<file path="config.mk">
export PLATFORM = sky130hd
export DESIGN_NAME = usb_hc_regs
export DESIGN_NICKNAME = d
export VERILOG_FILES = /design/src/rtl/usb_hcr_pkg.sv /design/src/rtl/usb_hcr_runctl.sv /design/src/rtl/usb_hcr_port.sv /design/src/rtl/usb_hcr_irq.sv /design/src/rtl/usb_hc_regs.sv
export SDC_FILE = /design/constraint.sdc
export NUM_CORES = 1
export LEC_CHECK = 0
export ABC_AREA = 1
export BUFFER_PORTS_ARGS = -buffer_cell sky130_fd_sc_hd__buf_2
export CAP_MARGIN = 10
export CORE_AREA = 2 2 66 115
export CTS_BUF_LIST = sky130_fd_sc_hd__clkbuf_4
export DETAILED_ROUTE_END_ITERATION = 6
export DIE_AREA = 0 0 68 117
export PLACE_DENSITY = 0.8
export SLEW_MARGIN = 20
export SYNTH_ARGS = -nofsm -noshare
export SYNTH_HDL_FRONTEND = slang
export SYNTH_SLANG_ARGS = --single-unit
</file>
<file path="constraint.sdc">
create_clock -name clk -period 1.4 [get_ports clk]
set_input_delay 0.07 -clock clk [delete_from_list [all_inputs] [get_ports clk]]
set_output_delay 0.07 -clock clk [all_outputs]
set_load 0.05 [all_outputs]
</file>
<file path="src/rtl/usb_hcr_pkg.sv">
package usb_hcr_pkg;

    typedef enum logic {
        RUN_HALTED = 1'b0,
        RUN_ACTIVE = 1'b1
    } run_state_e;

    localparam int unsigned PORT_SLOTS = 8;
    localparam logic [2:0] DW_CMD_STS = 3'd0;
    localparam logic [2:0] DW_EN_FRM  = 3'd1;
    localparam logic [2:0] DW_FLBASE  = 3'd2;
    localparam int unsigned DW_PORT0  = 4;

    localparam logic [15:0] PORT_KEEP_MASK = 16'h01FB;
    localparam logic [15:0] PORT_W1C_MASK  = 16'h000A;
    localparam logic [15:0] PORT_ABSENT    = 16'hFF7F;

    localparam int unsigned PB_CONN     = 0;
    localparam int unsigned PB_CONN_CHG = 1;
    localparam int unsigned PB_EN       = 2;
    localparam int unsigned PB_EN_CHG   = 3;
    localparam int unsigned PB_LOWSPD   = 8;
    localparam int unsigned PB_BUSRST   = 9;

    function automatic logic [15:0] merge16(input logic [15:0] old,
                                            input logic [15:0] wd,
                                            input logic [1:0]  be);
        return {be[1] ? wd[15:8] : old[15:8], be[0] ? wd[7:0] : old[7:0]};
    endfunction

    function automatic logic [15:0] strobe16(input logic [15:0] wd,
                                             input logic [1:0]  be);
        return wd & {{8{be[1]}}, {8{be[0]}}};
    endfunction

endpackage

</file>
<file path="src/rtl/usb_hcr_runctl.sv">
module usb_hcr_runctl
    import usb_hcr_pkg::*;
(
    input  logic clk,
    input  logic rst_n,
    input  logic cmd_we,
    input  logic rs_new,
    input  logic hc_rst,
    output logic halted_o,
    output logic sched_start_o
);

    run_state_e state_q, state_d;
    logic start_q;

    always_comb begin
        state_d = state_q;
        unique case (state_q)
            RUN_HALTED: if (!hc_rst && cmd_we && rs_new) state_d = RUN_ACTIVE;
            RUN_ACTIVE: if (hc_rst || (cmd_we && !rs_new)) state_d = RUN_HALTED;
        endcase
    end

    always_ff @(posedge clk) begin
        if (!rst_n) state_q <= RUN_HALTED;
        else        state_q <= state_d;
    end

    always_ff @(posedge clk) begin
        if (!rst_n) start_q <= 1'b0;
        else        start_q <= (state_q == RUN_HALTED) && (state_d == RUN_ACTIVE);
    end

    assign halted_o      = (state_q == RUN_HALTED);
    assign sched_start_o = start_q;

    a_r3_start_leaves_halt: assert property (@(posedge clk) disable iff (!rst_n)
        sched_start_o |-> !halted_o);

endmodule

</file>
<file path="src/rtl/usb_hcr_port.sv">
module usb_hcr_port
    import usb_hcr_pkg::*;
(
    input  logic        clk,
    input  logic        rst_n,
    input  logic        clr,
    input  logic        we,
    input  logic [15:0] wv,
    input  logic [15:0] wc,
    input  logic        attach,
    input  logic        detach,
    input  logic        low_speed,
    input  logic        greset,
    output logic [15:0] val_o,
    output logic        bus_reset_o
);

    logic [15:0] val_q, val_d;
    logic        rst_q;

    always_comb begin
        val_d = val_q;
        if (we) begin
            val_d = (val_q & PORT_KEEP_MASK) | (wv & ~PORT_KEEP_MASK);
            val_d = val_d & ~(wc & PORT_W1C_MASK);
        end
        if (attach) begin
            if (!val_d[PB_CONN]) begin
                val_d[PB_CONN]     = 1'b1;
                val_d[PB_CONN_CHG] = 1'b1;
            end
            val_d[PB_LOWSPD] = low_speed;
        end
        if (detach) begin
            if (val_d[PB_CONN]) begin
                val_d[PB_CONN]     = 1'b0;
                val_d[PB_CONN_CHG] = 1'b1;
            end
            if (val_d[PB_EN]) begin
                val_d[PB_EN]     = 1'b0;
                val_d[PB_EN_CHG] = 1'b1;
            end
        end
    end

    always_ff @(posedge clk) begin
        if (!rst_n || clr) begin
            val_q <= '0;
            rst_q <= 1'b0;
        end else begin
            val_q <= val_d;
            rst_q <= val_q[PB_CONN] &&
                     ((we && wv[PB_BUSRST] && !val_q[PB_BUSRST]) || greset);
        end
    end

    assign val_o       = val_q;
    assign bus_reset_o = rst_q;

    a_r11_reset_needs_connect: assert property (@(posedge clk) disable iff (!rst_n)
        bus_reset_o |-> $past(val_q[PB_CONN]));

    a_r10_change_cleared: assert property (@(posedge clk) disable iff (!rst_n)
        (we && wc[PB_CONN_CHG] && !attach && !detach && !clr) |=> !val_q[PB_CONN_CHG]);

    a_r12_attach_connects: assert property (@(posedge clk) disable iff (!rst_n)
        (attach && !detach && !clr) |=> val_q[PB_CONN]);

endmodule

</file>
<file path="src/rtl/usb_hcr_irq.sv">
module usb_hcr_irq (
    input  logic [1:0] cause,
    input  logic [4:0] sts,
    input  logic [3:0] ien,
    output logic       irq_o
);

    logic [5:0] src;

    always_comb begin
        src[0] = cause[0] & ien[2];
        src[1] = cause[1] & ien[3];
        src[2] = sts[1]   & ien[0];
        src[3] = sts[2]   & ien[1];
        src[4] = sts[3];
        src[5] = sts[4];
    end

    assign irq_o = |src;

endmodule

</file>
<file path="src/rtl/usb_hc_regs.sv">
module usb_hc_regs
    import usb_hcr_pkg::*;
#(
    parameter int unsigned NPORTS = 2
) (
    input  logic              clk,
    input  logic              rst_n,
    input  logic [2:0]        bus_addr_i,
    input  logic              bus_wr_i,
    input  logic [3:0]        bus_be_i,
    input  logic [31:0]       bus_wdata_i,
    output logic [31:0]       bus_rdata_o,
    input  logic              ev_ioc_i,
    input  logic              ev_short_i,
    input  logic              ev_err_i,
    input  logic              ev_resume_i,
    input  logic              ev_hse_i,
    input  logic              ev_perr_i,
    input  logic [NPORTS-1:0] dev_attach_i,
    input  logic [NPORTS-1:0] dev_detach_i,
    input  logic [NPORTS-1:0] dev_lowspd_i,
    output logic              irq_o,
    output logic              sched_start_o,
    output logic              hc_reset_o,
    output logic              global_reset_o,
    output logic [NPORTS-1:0] port_bus_reset_o
);

    logic [2:0]  cmd_q;
    logic [4:0]  sts_q, sts_d;
    logic [1:0]  cause_q, cause_d;
    logic [3:0]  ien_q;
    logic [10:0] frm_q;
    logic [31:0] base_q;
    logic        hcr_q, grst_q, halted;

    logic        we_cmd, we_sts, we_ien, we_frm, we_base;
    logic [2:0]  cmd_v;
    logic        hc_rst, greset;
    logic [4:0]  sts_clr;

    assign we_cmd  = bus_wr_i && (bus_addr_i == DW_CMD_STS) && (|bus_be_i[1:0]);
    assign we_sts  = bus_wr_i && (bus_addr_i == DW_CMD_STS) && bus_be_i[2];
    assign we_ien  = bus_wr_i && (bus_addr_i == DW_EN_FRM)  && bus_be_i[0];
    assign we_frm  = bus_wr_i && (bus_addr_i == DW_EN_FRM)  && (|bus_be_i[3:2]);
    assign we_base = bus_wr_i && (bus_addr_i == DW_FLBASE)  && (|bus_be_i);

    assign cmd_v   = bus_be_i[0] ? bus_wdata_i[2:0] : cmd_q;
    assign hc_rst  = we_cmd && cmd_v[1];
    assign greset  = we_cmd && cmd_v[2] && !hc_rst;
    assign sts_clr = we_sts ? bus_wdata_i[20:16] : 5'b0;

    always_comb begin
        sts_d      = sts_q & ~sts_clr;
        cause_d    = cause_q & ~{2{sts_clr[0]}};
        sts_d[0]   = sts_d[0] | ev_ioc_i | ev_short_i;
        sts_d[1]   = sts_d[1] | ev_err_i;
        sts_d[2]   = sts_d[2] | ev_resume_i;
        sts_d[3]   = sts_d[3] | ev_hse_i;
        sts_d[4]   = sts_d[4] | ev_perr_i;
        cause_d    = cause_d | {ev_short_i, ev_ioc_i};
    end

    always_ff @(posedge clk) begin
        if (!rst_n || hc_rst) begin
            cmd_q   <= '0;
            sts_q   <= '0;
            cause_q <= '0;
            ien_q   <= '0;
            frm_q   <= '0;
            base_q  <= '0;
        end else begin
            if (we_cmd) cmd_q <= cmd_v;
            sts_q   <= sts_d;
            cause_q <= cause_d;
            if (we_ien) ien_q <= bus_wdata_i[3:0];
            if (we_frm && halted)
                frm_q <= {bus_be_i[3] ? bus_wdata_i[26:24] : frm_q[10:8],
                          bus_be_i[2] ? bus_wdata_i[23:16] : frm_q[7:0]};
            if (we_base)
                base_q <= {bus_be_i[3] ? bus_wdata_i[31:24] : base_q[31:24],
                           bus_be_i[2] ? bus_wdata_i[23:16] : base_q[23:16],
                           bus_be_i[1] ? bus_wdata_i[15:12] : base_q[15:12],
                           12'h000};
        end
    end

    always_ff @(posedge clk) begin
        if (!rst_n) begin
            hcr_q  <= 1'b0;
            grst_q <= 1'b0;
        end else begin
            hcr_q  <= hc_rst;
            grst_q <= greset;
        end
    end

    usb_hcr_runctl u_run (
        .clk          (clk),
        .rst_n        (rst_n),
        .cmd_we       (we_cmd),
        .rs_new       (cmd_v[0]),
        .hc_rst       (hc_rst),
        .halted_o     (halted),
        .sched_start_o(sched_start_o)
    );

    usb_hcr_irq u_irq (
        .cause(cause_q),
        .sts  (sts_q),
        .ien  (ien_q),
        .irq_o(irq_o)
    );

    logic [15:0] port_val [NPORTS];
    logic [15:0] slot     [PORT_SLOTS];

    for (genvar i = 0; i < NPORTS; i++) begin : g_port
        localparam logic [2:0]  PDW = 3'(DW_PORT0 + i / 2);
        localparam int unsigned HB  = 16 * (i % 2);
        localparam int unsigned BB  = 2 * (i % 2);
        logic        p_we;
        logic [15:0] p_wv, p_wc;

        assign p_we = bus_wr_i && (bus_addr_i == PDW) && (|bus_be_i[BB +: 2]);
        assign p_wv = merge16(port_val[i], bus_wdata_i[HB +: 16], bus_be_i[BB +: 2]);
        assign p_wc = p_we ? strobe16(bus_wdata_i[HB +: 16], bus_be_i[BB +: 2]) : 16'h0;

        usb_hcr_port u_port (
            .clk        (clk),
            .rst_n      (rst_n),
            .clr        (hc_rst),
            .we         (p_we),
            .wv         (p_wv),
            .wc         (p_wc),
            .attach     (dev_attach_i[i]),
            .detach     (dev_detach_i[i]),
            .low_speed  (dev_lowspd_i[i]),
            .greset     (greset),
            .val_o      (port_val[i]),
            .bus_reset_o(port_bus_reset_o[i])
        );
    end

    for (genvar s = 0; s < PORT_SLOTS; s++) begin : g_slot
        if (s < NPORTS) begin : g_live
            assign slot[s] = port_val[s];
        end else begin : g_absent
            assign slot[s] = PORT_ABSENT;
        end
    end

    always_comb begin
        case (bus_addr_i)
            3'd0:    bus_rdata_o = {10'b0, halted, sts_q, 13'b0, cmd_q};
            3'd1:    bus_rdata_o = {5'b0, frm_q, 12'b0, ien_q};
            3'd2:    bus_rdata_o = base_q;
            3'd4:    bus_rdata_o = {slot[1], slot[0]};
            3'd5:    bus_rdata_o = {slot[3], slot[2]};
            3'd6:    bus_rdata_o = {slot[5], slot[4]};
            3'd7:    bus_rdata_o = {slot[7], slot[6]};
            default: bus_rdata_o = 32'h0;
        endcase
    end

    assign hc_reset_o     = hcr_q;
    assign global_reset_o = grst_q;

    a_r7_frame_locked: assert property (@(posedge clk) disable iff (!rst_n)
        (!halted && !hc_rst) |=> $stable(frm_q));

    a_r9_hse_raises_irq: assert property (@(posedge clk) disable iff (!rst_n)
        (ev_hse_i && !hc_rst) |=> irq_o);

    a_r6_ack_clears: assert property (@(posedge clk) disable iff (!rst_n)
        (we_sts && bus_wdata_i[16] && !ev_ioc_i && !ev_short_i) |=> (sts_q[0] == 1'b0));

    a_r4_reset_defaults: assert property (@(posedge clk) disable iff (!rst_n)
        hc_rst |=> (ien_q == 4'h0 && frm_q == 11'h0 && halted && hc_reset_o));

    a_r5_global_not_hcr: assert property (@(posedge clk) disable iff (!rst_n)
        global_reset_o |-> !hc_reset_o);

endmodule

</file>
==> run metrics, run 1 <==
achievable clock frequency=710 MHz; Max Slew Vio Count=0; Required @ worst endpoint=1330 ps; share of power burned in registers=45.5%; I/O Pins=92; drt drc=0; CTS sink cnt=75; Mapped Cells=499; Post-Syn Nets=553; Clock Latency Late Sink=450 ps; critical path peak fanout=3; Critical R2R Capture=frm_q[10]; Avg Inst Size Synth=7.58 um^2; top cells by area, synth=dfxtp_1 (40%), nand2_1 (10%), a21oi_2 (9.3%); largest net degree at the start of global routing=23; # H-tree levels=3; Area growth syn-to-layout=35.0%; hold path endpoint=g_port[0].u_port.val_o[9]; Iteration-0 DRC Markers=303; dpl hpwl=7.92 mm; sequential area share after synthesis=39.7%; Crit Reg-Reg Startpoint=cmd_q[1]; first-pass GRT wire length=18.0 mm; GR Overflow Total=0; CTS tree=built; Die W=68 um; Hold Worst Slack=35.9 ps; Clock Tree Root=clkbuf_4; initial antenna violation count=0; row cnt=41; synth cell count leaders=nand2_1 (105), dfxtp_1 (75), inv_1 (50); outcome=complete, but fails checks; combinational power share=20.5%; worst min-delay path class=in -> reg; Final Setup Violations=1; Diodes inserted=0; Clock Power Share=34.0%; TritonCTS buffer count=9; 1st-pass router iterations=5; Max Cap Viol=0; crit path kind=reg -> out; P per Cell Area=952 nW/um^2; GRT Resource Usage Total=29.7%; Clock Skew=9.99 ps; vias per cell=5.66; Hold Vio Cnt, Final=0; synthesized area=3780 um^2; CP Capture Type=output pin; die area=7960 um^2; failing checks=negative setup slack; postcts setup bufs=0; hold path depth=5; Routed Antenna Nets=0; NetSw=1.44 mW; main flop type after synthesis=dfxtp_1; Sw Ratio=29.5%; vias in the first global route=3973; Routed WL=11.6 mm; Core ar.=7080 um^2; Post-synth ARST share=0%; reg2reg setup slack=120 ps; most numerous cell in the Yosys netlist=nand2_1; VDD IR max=0.618 mV; Nets=694; instance area at placement=4410 um^2; clock tree buffer depth=2; YS warnings=0; Post-synth EDFFs=0; layout filler cell count=526; min cycle time layout=1410 ps; #FFs+latches synth=75; number of port buffers=85; routability cong.=0.876; internal power=3.43 mW; library cells used by synthesis=28; Starting Density=53.4%; area leader, netlist=dfxtp_1; Yosys top cell area share=39.7%; reg2reg path depth=6; Final Worst Setup Slack=-8.67 ps; cell area after layout=5110 um^2; Hold Startpoint=bus_wdata_i[9]; final critical-path share of the clock period=101%; Lkg Pwr=2.01 nW; CP arrival=1340 ps; clock-pin slew on the worst setup and hold paths=120 ps; layout cells sized above 1=31.2%; via count=4137; startpoint types=flop; Die Y=117 um; WL per Instance=15.8 um; total power=4.86 mW
## kinds of logic (layout without fill, tap and decap cells)
group / count (synthesis) / after routing / share of synthesized area, %
other cells: 1 / 1 / 0.0991
mux: 2 / 2 / 0.529
simple gates: 211 / 211 / 26.6
compound gates: 124 / 124 / 21.2
flops: 75 / 75 / 39.7
buf+inv: 86 / 232 / 11.9
## layout by cell type, fill, tap and decap left out, types with 4 or more instances in the layout
master	n
nand3_1	31
buf_4	52
o21ai_1	12
a21oi_1	25
dfxtp_1	69
dlygate4sd3_1	41
nand4_1	43
clkbuf_4	11
nand2_1	105
buf_2	63
nor2_4	4
nor2_1	18
dfxtp_2	5
a21oi_2	42
buf_12	4
o21ai_0	35
inv_1	50
## metrics by stage
step / TNS, ps / std cells / utilization (%) / setup slack [ps]
4_1_cts: -9.82 / 731 / 71.2 / -9.82
3_3_place_gp: 0 / 674 / 62.3 / 48.8
6_report: -8.67 / 731 / 72.1 / -8.67
3_5_place_dp: 0 / 674 / 62.3 / 4.89
2_1_floorplan: -2790 / 499 / - / -269
5_1_grt: -93.7 / 731 / 72.1 / -87.1
## flip-flops by register name (all words and copies together) (netlist names)
signal                     cells
ien_q                          4
u_run.state_q                  1
global_reset_o                 1
frm_q                         11
base_q                        20
g_port.u_port.bus_reset_o      2
cmd_q                          3
g_port.u_port.val_o           24
cause_q                        2
u_run.sched_start_o            1
hc_reset_o                     1
sts_q                          5
## final cells by class
cell class | instances | area (um^2) | share of cell area, %
Multi-Input combinational cell | 338 | 1880 | 36.9
Sequential cell | 75 | 1510 | 29.6
Timing Repair Buffer | 164 | 1230 | 24.2
Inverter | 52 | 195 | 3.82
Tap cell | 86 | 108 | 2.11
Clock inverter | 7 | 106 | 2.08
Clock buffer | 9 | 67.6 | 1.32
## worst max-delay path by stage
stage	from	endpoint	slack [ps]	cells past startpoint
after global placement	bus_addr_i[0]	bus_rdata_o[18]	50	8
after CTS	frm_q[5]	bus_rdata_o[21]	-10	3
after global routing	g_port[1].u_port.val_o[12]	bus_rdata_o[28]	-90	3
final	g_port[0].u_port.val_o[9]	bus_rdata_o[9]	-9	3
after detailed placement	bus_addr_i[0]	g_port[1].u_port.val_o[14]	5	8
after floorplan	bus_addr_i[1]	bus_rdata_o[12]	-270	4
## critical path: stages (launching register included)
cell     delay [ps]
dfxtp_1         370
inv_1            80
a21oi_1         210
buf_4           230
## power groups by stage
stage               sequential [mW]  clock [mW]  combinational, mW
finish                         2.21        1.65              0.998
global route                   2.22        1.73               1.06
CTS                            2.21        1.67              0.954
detailed placement             2.26           0              0.842
global placement               2.26           0              0.830
floorplan                      2.25           0              0.575
## per-layer routing
layer | GRT usage (%) | wire length (um) | vias to the layer above | part of all wire [%]
li1 | - | - | 1976 | -
met1 | 32.0 | 4360 | 1938 | 38
met2 | 52.9 | 6140 | 178 | 53
met3 | 5.54 | 607 | 45 | 5.2
met4 | 16.1 | 457 | 0 | 4.0
met5 | 0 | 0 | - | 0
## timing repair
| action | 4_1_cts | 5_1_grt |
|---|---|---|
| pin swaps | 1 | 3 |
| gates resized for setup | 20 | 36 |
| setup endpoints to repair | 12 | 16 |
| hold endpoints to repair | 71 | 0 |
| hold buffers | 41 | 0 |
Note: power is estimated with default switching activity, not from simulation.
==> run 2: changes to the inputs <==
--- a/config.mk
+++ b/config.mk
@@ -5,7 +5,7 @@
 export SDC_FILE = /design/constraint.sdc
 export NUM_CORES = 1
 export LEC_CHECK = 0
-export ABC_AREA = 1
+export ABC_AREA = 0
 export BUFFER_PORTS_ARGS = -buffer_cell sky130_fd_sc_hd__buf_2
 export CAP_MARGIN = 10
 export CORE_AREA = 2 2 66 115
==> run 2 against run 1 <==
  * The run still ends with negative setup slack left
  * Maximum frequency down 6.7%
  * Worst hold slack better by 15 ps
  * Clock power down 22%
  * Combinational power up 23%
  * Worst setup slack worse by 100 ps
  * Largest power group unchanged
==> run metrics, run 2 <==
internal power=3.19 mW (was 3.43 mW); largest net degree at the start of global routing=30 (was 23); Core ar.=7080 um^2 (unchanged); I/O Pins=92 (unchanged); CP arrival=1440 ps (was 1340 ps); achievable clock frequency=662 MHz (was 710 MHz); Nets=681 (was 694); share of power burned in registers=46.9% (was 45.5%); vias in the first global route=4119 (was 3973); Clock Latency Late Sink=450 ps (about the same); Clock Power Share=27.2% (was 34.0%); drt drc=0 (unchanged); NetSw=1.53 mW (was 1.44 mW); Slew HR=66.4%; Storage cell area=1530 um^2 (was 1510 um^2); layout filler cell count=465 (was 526); row cnt=41 (unchanged); Routed Antenna Nets=0 (unchanged); min cycle time layout=1510 ps (was 1410 ps); CTS tree=built (unchanged); Die Y=117 um (unchanged); area leader, netlist=dfxtp_1 (unchanged); startpoint types=flop (unchanged); #FFs+latches synth=75 (unchanged); clock tree buffer depth=2 (unchanged); placed insts=654 (was 674); CP Capture Type=output pin (unchanged); commonest non-fill, non-tap cell in the layout=o21ai_0 (was nand2_1); Die W=68 um (unchanged); clock-pin slew on the worst setup and hold paths=110 ps (was 120 ps); synth cell count leaders=o21ai_0 (82), dfxtp_1 (75), a21oi_1 (65) (was nand2_1 (105), dfxtp_1 (75), inv_1 (50)); Required @ worst endpoint=1330 ps (about the same); critical path peak fanout=2 (was 3); Clock Skew=14.0 ps (was 9.99 ps); dpl ws=-122 ps (was 4.89 ps); Avg Inst Size Synth=7.76 um^2 (was 7.58 um^2); Area growth syn-to-layout=45.5% (was 35.0%); via count=4481 (was 4137); Final Setup Violations=11 (was 1); most frequent cells in the layout=o21ai_0 (62), buf_2 (59), dfxtp_1 (55) (was nand2_1 (105), dfxtp_1 (69), buf_2 (63)); Starting Density=53.4% (about the same); max FFs per register=24 (unchanged); failing checks=negative setup slack (unchanged); CTS sink cnt=75 (unchanged); WL per Instance=17.9 um (was 15.8 um); Sw Ratio=32.4% (was 29.5%); Hold Vio Cnt, Final=0 (unchanged); Max Slew Vio Count=0 (unchanged); Post-synth ARST share=0% (unchanged); crit-path cells=mux2i_2, o22ai_1, o22a_1, buf_6 (was inv_1, a21oi_1, buf_4); Post-Syn Nets=541 (was 553); Least-Margin Pin Slew=504 ps; RSZ-0062 raised after global routing=true; die area=7960 um^2 (unchanged); GR Overflow Total=0 (unchanged); Lkg Pwr=2.12 nW (was 2.01 nW); Diodes inserted=0 (unchanged); main flop type after synthesis=dfxtp_1 (unchanged); Routed WL=12.8 mm (was 11.6 mm); number of port buffers=85 (unchanged); layout cells sized above 1=36.9% (was 31.2%); # H-tree levels=3 (unchanged); instance area at placement=4630 um^2 (was 4410 um^2); cell area after layout=5500 um^2 (was 5110 um^2); VDD IR max=1.29 mV (was 0.618 mV); initial antenna violation count=0 (unchanged); Max stage delay cell, worst path=dfxtp_2 (was dfxtp_1); Final Worst Setup Slack=-110 ps (was -8.67 ps); Post-synth EDFFs=0 (unchanged); most numerous cell in the Yosys netlist=o21ai_0 (was nand2_1); Iteration-0 DRC Markers=523 (was 303); worst min-delay path class=in -> reg (unchanged); Mapped Cells=487 (was 499); top cells by area, synth=dfxtp_1 (40%), o21ai_0 (11%), a21oi_1 (8.6%) (was dfxtp_1 (40%), nand2_1 (10%), a21oi_2 (9.3%)); combinational power share=25.9% (was 20.5%); sequential area share after synthesis=39.7% (about the same); area of the multi-input gates=2190 um^2 (was 1880 um^2); dpl hpwl=8.14 mm (was 7.92 mm); YS warnings=0 (unchanged); vias per cell=6.24 (was 5.66); Clock Tree Root=clkbuf_4 (unchanged); outcome=complete, but fails checks (unchanged); first-pass GRT wire length=19.5 mm (was 18.0 mm); synthesized area=3780 um^2 (about the same); routability cong.=0.928 (was 0.876); library cells used by synthesis=45 (was 28); crit path kind=reg -> out (unchanged); Max Cap Viol=0 (unchanged); utilization after layout=77.6% (was 72.1%); crit-path max cell delay=340 ps (was 370 ps); Yosys top cell area share=39.7% (about the same); P per Cell Area=860 nW/um^2 (was 952 nW/um^2); TritonCTS buffer count=9 (unchanged); GRT Resource Usage Total=32.5% (was 29.7%); Non-Filler Instances=718 (was 731); 1st-pass router iterations=6 (was 5); final critical-path share of the clock period=108% (was 101%)
[run 2: cell types whose count changed after synthesis, moves of 16 or more]
cell      change
nand2_1      -79
a21oi_1      +38
inv_1        -30
a21oi_2      -40
clkbuf_1     +20
nand4_1      -41
o21ai_0      +37
nand3_1      +22
nor2b_1      +16
[run 2: final cells by class]
| type | instances | share of cell area [%] |
|---|---|---|
| inverters | 20 | 1.37 |
| clock buffers | 9 | 1.23 |
| flip-flops and latches | 75 | 27.8 |
| clock inverters | 7 | 1.07 |
| multi-input cells | 344 | 39.9 |
| repair buffers | 177 | 26.7 |
| well taps | 86 | 1.96 |
[run 2: timing repair]
| action | in CTS | in global routing |
|---|---|---|
| buffers inserted | 4 | 3 |
| hold buffers | 42 | 0 |
| endpoints found under the setup margin | 14 | 44 |
| pin swaps | 13 | 18 |
| endpoints found under the hold margin | 71 | 0 |
| resized for setup | 47 | 77 |
[run 2: power groups by stage]
stage / registers [mW] / clock network, mW / logic [mW]
final: 2.22 / 1.28 / 1.23
after floorplan: 2.25 / 0 / 0.657
after global placement: 2.26 / 0 / 0.972
after detailed placement: 2.26 / 0 / 0.985
after CTS: 2.21 / 1.28 / 1.14
after global routing: 2.22 / 1.39 / 1.29
[run 2: through the flow]
step	hold slack, ps	setup TNS, ps	total power, mW
after floorplan	140	-7360	2.91
after global placement	306	-5550	3.23
after detailed placement	310	-6910	3.24
after CTS	45.1	-456	4.64
after global routing	46.4	-1240	4.90
final	50.5	-605	4.73
[run 2: cell families (layout without fill, tap and decap cells)]
| group | after synthesis | count (layout) | synth area share [%] |
|---|---|---|---|
| flops | 75 | 75 | 39.7 |
| buf+inv | 68 | 213 | 8.71 |
| other cells | 1 | 1 | 0.0993 |
| compound gates | 190 | 190 | 28.7 |
| simple gates | 146 | 146 | 20.9 |
| mux | 7 | 7 | 1.85 |
[run 2: critical path: cells and delay by family (launching register included)]
kind / cells / cell delay (ps)
flops: 1 / 340
buf+inv: 1 / 160
compound gates: 2 / 290
mux: 1 / 210
[run 2: path summary, 6_finish.rpt]
kind | cells past startpoint | slack [ps] | end | startpoint
max | 4 | -110 | bus_rdata_o[16] | base_q[16]
min | 4 | 50 | ien_q[1] | bus_wdata_i[1]
max reg2reg | 4 | 30 | frm_q[10] | u_run.state_q
min reg2reg | 2 | 480 | g_port[0].u_port.val_o[15] | g_port[0].u_port.val_o[15]
[run 2: per-layer routing]
| metal | global-route usage, % | up-vias | wire, um |
|---|---|---|---|
| met4 | 17.3 | 0 | 575 |
| met3 | 6.31 | 63 | 856 |
| met1 | 36.7 | 2115 | 4830 |
| met5 | 0 | - | 0 |
| met2 | 56.0 | 269 | 6580 |
| li1 | - | 2034 | - |
